--- src/rtl/dip_pkg.sv ---
package dip_pkg;
    localparam int WORD_W    = 16;
    localparam int PAR_W     = 4;
    localparam int FIELD_LSB = 0;
    localparam int NIBBLES   = WORD_W / PAR_W;

    typedef logic [WORD_W-1:0] word_t;
    typedef logic [PAR_W-1:0]  par_t;

    function automatic word_t rotl1(input word_t a);
        return {a[WORD_W-2:0], a[WORD_W-1]};
    endfunction

    // control word with its parity field forced to all ones
    function automatic word_t field_ones(input word_t w);
        word_t m;
        m = w;
        m[FIELD_LSB +: PAR_W] = '1;
        return m;
    endfunction

    function automatic par_t fold(input word_t a);
        par_t r;
        r = '0;
        for (int i = 0; i < NIBBLES; i++) begin
            r = r ^ a[i*PAR_W +: PAR_W];
        end
        return r;
    endfunction
endpackage

--- src/rtl/dip_accum.sv ---
module dip_accum
    import dip_pkg::*;
(
    input  logic  clk,
    input  logic  rst_n,
    input  logic  valid_i,
    input  logic  ctrl_i,
    input  word_t word_i,
    output par_t  par_o
);
    typedef struct packed {
        word_t acc;
    } acc_state_t;

    acc_state_t st_d, st_q;

    // parity that closes the interval if the current word is a control word
    assign par_o = fold(rotl1(st_q.acc) ^ field_ones(word_i));

    always_comb begin
        st_d = st_q;
        if (valid_i) begin
            if (ctrl_i) begin
                st_d.acc = '0;
            end else begin
                st_d.acc = rotl1(st_q.acc) ^ word_i;
            end
        end
    end

    always_ff @(posedge clk or negedge rst_n) begin
        if (!rst_n) begin
            st_q <= '0;
        end else begin
            st_q <= st_d;
        end
    end
endmodule

--- src/rtl/dip_gen.sv ---
module dip_gen
    import dip_pkg::*;
(
    input  logic  clk,
    input  logic  rst_n,
    input  logic  valid_i,
    input  logic  ctrl_i,
    input  word_t word_i,
    output logic  valid_o,
    output logic  ctrl_o,
    output word_t word_o
);
    typedef struct packed {
        logic  valid;
        logic  ctrl;
        word_t word;
    } gen_state_t;

    gen_state_t st_d, st_q;
    par_t       par;

    dip_accum u_acc (
        .clk    (clk),
        .rst_n  (rst_n),
        .valid_i(valid_i),
        .ctrl_i (ctrl_i),
        .word_i (word_i),
        .par_o  (par)
    );

    always_comb begin
        st_d       = st_q;
        st_d.valid = valid_i;
        if (valid_i) begin
            st_d.ctrl = ctrl_i;
            st_d.word = word_i;
            if (ctrl_i) begin
                st_d.word[FIELD_LSB +: PAR_W] = par;
            end
        end
    end

    always_ff @(posedge clk or negedge rst_n) begin
        if (!rst_n) begin
            st_q <= '0;
        end else begin
            st_q <= st_d;
        end
    end

    assign valid_o = st_q.valid;
    assign ctrl_o  = st_q.ctrl;
    assign word_o  = st_q.word;
endmodule

--- src/rtl/dip_chk.sv ---
module dip_chk
    import dip_pkg::*;
(
    input  logic  clk,
    input  logic  rst_n,
    input  logic  valid_i,
    input  logic  ctrl_i,
    input  word_t word_i,
    output logic  err_o
);
    typedef struct packed {
        logic err;
    } chk_state_t;

    chk_state_t st_d, st_q;
    par_t       par;

    dip_accum u_acc (
        .clk    (clk),
        .rst_n  (rst_n),
        .valid_i(valid_i),
        .ctrl_i (ctrl_i),
        .word_i (word_i),
        .par_o  (par)
    );

    always_comb begin
        st_d     = st_q;
        st_d.err = valid_i && ctrl_i && (word_i[FIELD_LSB +: PAR_W] != par);
    end

    always_ff @(posedge clk or negedge rst_n) begin
        if (!rst_n) begin
            st_q <= '0;
        end else begin
            st_q <= st_d;
        end
    end

    assign err_o = st_q.err;
endmodule

--- src/rtl/diag_parity_unit.sv ---
module diag_parity_unit
    import dip_pkg::*;
(
    input  logic              clk,
    input  logic              rst_n,
    input  logic              tx_valid_i,
    input  logic              tx_ctrl_i,
    input  logic [WORD_W-1:0] tx_word_i,
    output logic              tx_valid_o,
    output logic              tx_ctrl_o,
    output logic [WORD_W-1:0] tx_word_o,
    input  logic              rx_valid_i,
    input  logic              rx_ctrl_i,
    input  logic [WORD_W-1:0] rx_word_i,
    output logic              rx_err_o
);
    dip_gen u_gen (
        .clk    (clk),
        .rst_n  (rst_n),
        .valid_i(tx_valid_i),
        .ctrl_i (tx_ctrl_i),
        .word_i (tx_word_i),
        .valid_o(tx_valid_o),
        .ctrl_o (tx_ctrl_o),
        .word_o (tx_word_o)
    );

    dip_chk u_ingress (
        .clk    (clk),
        .rst_n  (rst_n),
        .valid_i(rx_valid_i),
        .ctrl_i (rx_ctrl_i),
        .word_i (rx_word_i),
        .err_o  (rx_err_o)
    );
endmodule

--- config.mk ---
export PLATFORM = sky130hd
export DESIGN_NAME = diag_parity_unit
export DESIGN_NICKNAME = d
export VERILOG_FILES = /design/src/rtl/dip_pkg.sv /design/src/rtl/dip_accum.sv /design/src/rtl/dip_gen.sv /design/src/rtl/dip_chk.sv /design/src/rtl/diag_parity_unit.sv
export SDC_FILE = /design/constraint.sdc
export NUM_CORES = 1
export LEC_CHECK = 0
export ABC_AREA = 0
export ABC_CLOCK_PERIOD_IN_PS = 1250
export CAP_MARGIN = 20
export CORE_ASPECT_RATIO = 0.8
export CORE_UTILIZATION = 56
export DETAILED_ROUTE_END_ITERATION = 12
export DONT_BUFFER_PORTS = 1
export GPL_ROUTABILITY_DRIVEN = 0
export GPL_TIMING_DRIVEN = 1
export MAX_ROUTING_LAYER = met4
export PLACE_DENSITY = 0.84
export SKIP_LAST_GASP = 1
export SYNTH_ARGS = -nofsm -noshare
export SYNTH_HDL_FRONTEND = slang
export SYNTH_SLANG_ARGS = --single-unit
--- constraint.sdc ---
create_clock -name clk -period 1.25 [get_ports clk]
set_input_delay 0.0625 -clock clk [delete_from_list [all_inputs] [get_ports clk]]
set_output_delay 0.0625 -clock clk [all_outputs]
set_load 0.01 [all_outputs]
Word level (Yosys, flattened, before mapping)
Index checks and enable logic that the tools add are counted.
W data, S select, Z words.

operators by class
  reduce and logical (&&, ||, !) cells = 2
  mux-type cells = 3
  eq/ne operators = 1
  bitwise gates (word level) = 10

operators with widths
  kind                 number
  $xor A16 B16 Y16     4
  $mux W16             2
  $xor A4 B4 Y4        6
  $mux W4              1
  $ne A4 B4 Y1         1
  $logic_and A1 B1 Y1  2

word-level totals
  flip-flop bits (word level) = 51
  output and inout bits = 19
  logic and storage cells = 22

Depth between registers and ports, before layout
  depth in word-level cells = 6
  gate-level depth with buffers = 5
  gate-level depth less buffers = 4

Modules after synthesis
Synthesis repeated with hierarchy kept, for this count alone.

second synthesis, totals
  cell total of the unflattened synthesis = 207
  area total of the unflattened synthesis = 2641.3 um^2

by module, submodules not included
  module     area an instance (um^2)  seq. area each (um^2)  cells an instance  instances
  dip_accum  912.1                    400.4                  77                 2
  dip_gen    744.5                    450.4                  46                 1
  dip_chk    72.6                     25.0                   7                  1

Worst setup path before layout
No wires, ideal clock.

  path type = reg2reg
  start point = register u_gen.u_acc.st_q[2] (netlist bit)
  end point = register u_gen.st_q (netlist bit u_gen.word_o[3])
  path slack = -0.113 ns
  setup time = 0.125 ns
  cell stages (with the launch flop) = 5
  buffers on the path = 0
  clock period less this slack = 1.363 ns
  arrival = 1.238 ns
  data required time = 1.125 ns
  path through = dfrtp_1 xnor3_1 xnor3_1 a21oi_1 mux2_2

between the ends
  cells in the longest elaborated chain, start to end = 5

ends and longest elaborated chain
  what                        line             RTL
  start: declaration          dip_accum.sv:15  acc_state_t st_d, st_q;
  start signal: assignment    dip_accum.sv:35  st_q <= st_d;
  $xor A16 B16 Y16            dip_accum.sv:18  assign par_o = fold(rotl1(st_q.acc) ^ field_ones(word_i));
  $xor A4 B4 Y4 (3 in a row)  dip_pkg.sv:26    r = r ^ a[i*PAR_W +: PAR_W];
  $mux W4                     dip_gen.sv:37    if (ctrl_i) begin
  end signal: assignment      dip_gen.sv:47    st_q <= st_d;
  end: declaration            dip_gen.sv:19    gen_state_t st_d, st_q;

Every way passes these cells.
A chain may end at the register's enable or synchronous reset.

Worst setup path in the final report
  start point = register u_gen.u_acc.st_q[9] (netlist bit)
  end point = register u_gen.st_q (netlist bit u_gen.word_o[2])

between the ends
  cells in the longest elaborated chain, start to end = 4

ends and longest elaborated chain
  what                        line
  $xor A16 B16 Y16            dip_accum.sv:18
  $xor A4 B4 Y4 (2 in a row)  dip_pkg.sv:26
  $mux W4                     dip_gen.sv:37

Every way passes these cells.

==> metrics <==
outcome finished with violations; violated checks negative hold slack, negative setup slack; Slew @ Worst Pin ~650 ps; Synth Area in Adders 0; Commonest cells post-synth dfrtp_1, xnor2_1, inv_1; library cells used by synthesis 16; # setup viols final 5; top cells by area, synth dfrtp_1, xnor2_1, mux2_2, xnor3_1, o22ai_1; pin count of the biggest net entering global routing 52; Routed Antenna Nets 0; Initial DRC Count between 100 and 150; leakage about 1.5 nW; GRT overflow 0; CTS tree yes; effective utilization at floorplan 0.588; IO buf count 0; vias per cell between 5 and 6; Slew headroom 0.567; CP Data Arrival Time approximately 1700 ps; core box area ~4200 um2; Primary FF master, synth dfrtp_1; multiplexer share of the synthesized area 0.0770; pwr/cell area about 1400 nW/um2; crit path max fanout 2; CP Class reg -> reg; post-synth top area cell dfrtp_1; CP bufs+invs 0; GRT Util Overall 0.241; final hold vios between 50 and 60; dpl cell area approximately 2700 um2; slowest library cell on the worst path xnor3_1; setup_tns -752 ps; max-cap violations 0; R2R Setup Slk -220 ps; DR pass1 iterations 4; CP top delay family XOR/XNOR gates; Final min period roughly 1500 ps; Ports 57; HPWL after DPL approximately 3500 um; Post-Synthesis Cells between 200 and 250; RSZ-0062 raised after global routing yes; cts bufs inserted 5; Syn Area/Cell 11.8 um2; vias in the first global route 1,593; Crit. End Element flop; Syn Nets 248; Synth top area share 0.513; Skew-Pair Late Insertion Delay ~300 ps; worst hold margin -547 ps; die height 61.6 um; residual DRC count 0; via count about 1.7k; fin nets around 300; Die X about 76 um; die area around 4700 um2; Max stage delay on crit path approximately 470 ps; Max rail drop VDD about 0.00090 V; Layout area overhead 30.5%; Max Slew Vio Count 0; Async S/R FF share, synth 1.00; Compound-Gate Fraction of Synth Area 0.0901; share of layout cells above drive strength 1 0.274; Synth Area in XOR/XNOR 0.227; FP Rows 21; number of antenna diodes 0; CTS max path bufs 2; clock slew at reported path FFs roughly 90 ps; initial antenna violation count 0; setup ws final -218 ps; HP Class in -> async; CP startpoint kind flop; fmax between 600 and 700 MHz; final non-filler cell area between 3000 and 4000 um2; most common cell in the netlist dfrtp_1; H-tree Lvls 2; largest family of logic cells by synthesized area XOR/XNOR gates; Total Wirelength approximately 5500 um; CTS Sinks 51; Mapped Area 2490 um2; FF+latch count, synth 51; crit-path cells xnor2_2, xnor3_1, a21oi_1, mux2_2; root buf cell clkbuf_8; number of enable flip-flop cells after synthesis 0; average wire per standard cell approximately 17 um; Worst Skew ~9.8 ps; WP data required between 1000 and 1500 ps; simple-gate share of the synthesized area 0.0226; Final Cycle Share 1.17; global-route wire length before repair 8000 um; synthesis warning total 0; register area share after synthesis 0.513
worst register-to-register path, delay by kind of cell, from the launching register on:
kind            cells  cell delay (ps)
xor+xnor            2              710
flops               1              410
compound gates      1              130
mux                 1              150
per-layer routing:
| layer | global-route usage | vias to the layer above | share of wire | wire, um |
|---|---|---|---|---|
| li1 | - | 782 | - | - |
| met3 | 0.0830 | 2 | 0.067 | 370 |
| met4 | 0.0659 | 0 | 0.0055 | 30 |
| met1 | 0.315 | 822 | 0.44 | 2400 |
| met2 | 0.363 | 59 | 0.49 | 2700 |
| met5 | - | - | 0 | 0 |
path summary, 6_finish.rpt:
kind	startpoint	endpoint	depth (start not counted)
max	u_gen.u_acc.st_q[9]	u_gen.word_o[2]	4
max reg2reg	u_gen.u_acc.st_q[9]	u_gen.word_o[2]	4
min reg2reg	u_ingress.u_acc.st_q[9]	u_ingress.u_acc.st_q[9]	2
max in group asynchronous	rst_n	u_gen.word_o[13]	0
min in group clk	rx_word_i[11]	u_ingress.u_acc.st_q[11]	3
min	rst_n	u_gen.u_acc.st_q[10]	0
power by group:
group / switching (mW) / leakage (nW) / total [mW] / internal (mW)
clock: 0.501 / 0.0515 / 1.01 / 0.506
combinational: 0.537 / 0.774 / 1.39 / 0.850
sequential: 0.239 / 0.638 / 2.11 / 1.87
state kept, by name (all words and copies together), names as in the netlist:
signal,count
u_gen.ctrl_o,1
u_ingress.u_acc.st_q,16
u_gen.valid_o,1
u_ingress.err_o,1
u_gen.u_acc.st_q,16
u_gen.word_o,16
cell families (layout without fill, tap and decap cells):
group / Yosys count / after routing
xor+xnor: 52 / 52
mux: 17 / 17
compound gates: 37 / 37
buf+inv: 42 / 91
simple gates: 11 / 11
flops: 51 / 51
what timing repair did:
item | CTS | global route
setup endpoints to repair | 5 | 5
endpoints found under the hold margin | 102 | 88
setup buffers | 1 | 3
resized for setup | 13 | 10
pin swaps | 1 | 7
hold buffers | 19 | 9
cell usage in the layout, fill, tap and decap left out:
master         Yosys  routed
buf_12             0       1
nand2_1            1       1
xnor2_1           40      21
a21oi_1            4       3
dfrtp_1           51      51
buf_4              0      23
nor2_1             4       4
o22ai_1           28      28
clkbuf_8           1       7
xnor2_2            0      19
xor2_1             4       2
inv_1             32      32
clkbuf_1           5       1
a21oi_2            0       1
dlygate4sd3_1      0      27
mux2_2            17      15
mux2_4             0       2
xnor3_1            8       8
o21ai_0            4       4
a41oi_2            0       1
xor2_2             0       2
nand2b_1           6       6
per-stage QoR:
stage	power (mW)	utilization	setup slack, ps	std cells
2_1_floorplan	2.93	-	-108	210
3_3_place_gp	3.15	0.628	-206	276
3_5_place_dp	3.21	0.628	-235	276
4_1_cts	4.36	0.720	-191	304
5_1_grt	4.74	0.767	-256	316
6_report	4.51	0.767	-218	316
layout make-up:
type | instances | area (um2)
well taps | 57 | 71.3
clock buffers | 8 | 100
repair buffers | 51 | 463
fillers | 259 | 986
multi-input cells | 117 | 1210
inverters | 32 | 120
flip-flops and latches | 51 | 1280
No activity file was read; power rests on OpenSTA's default activity.
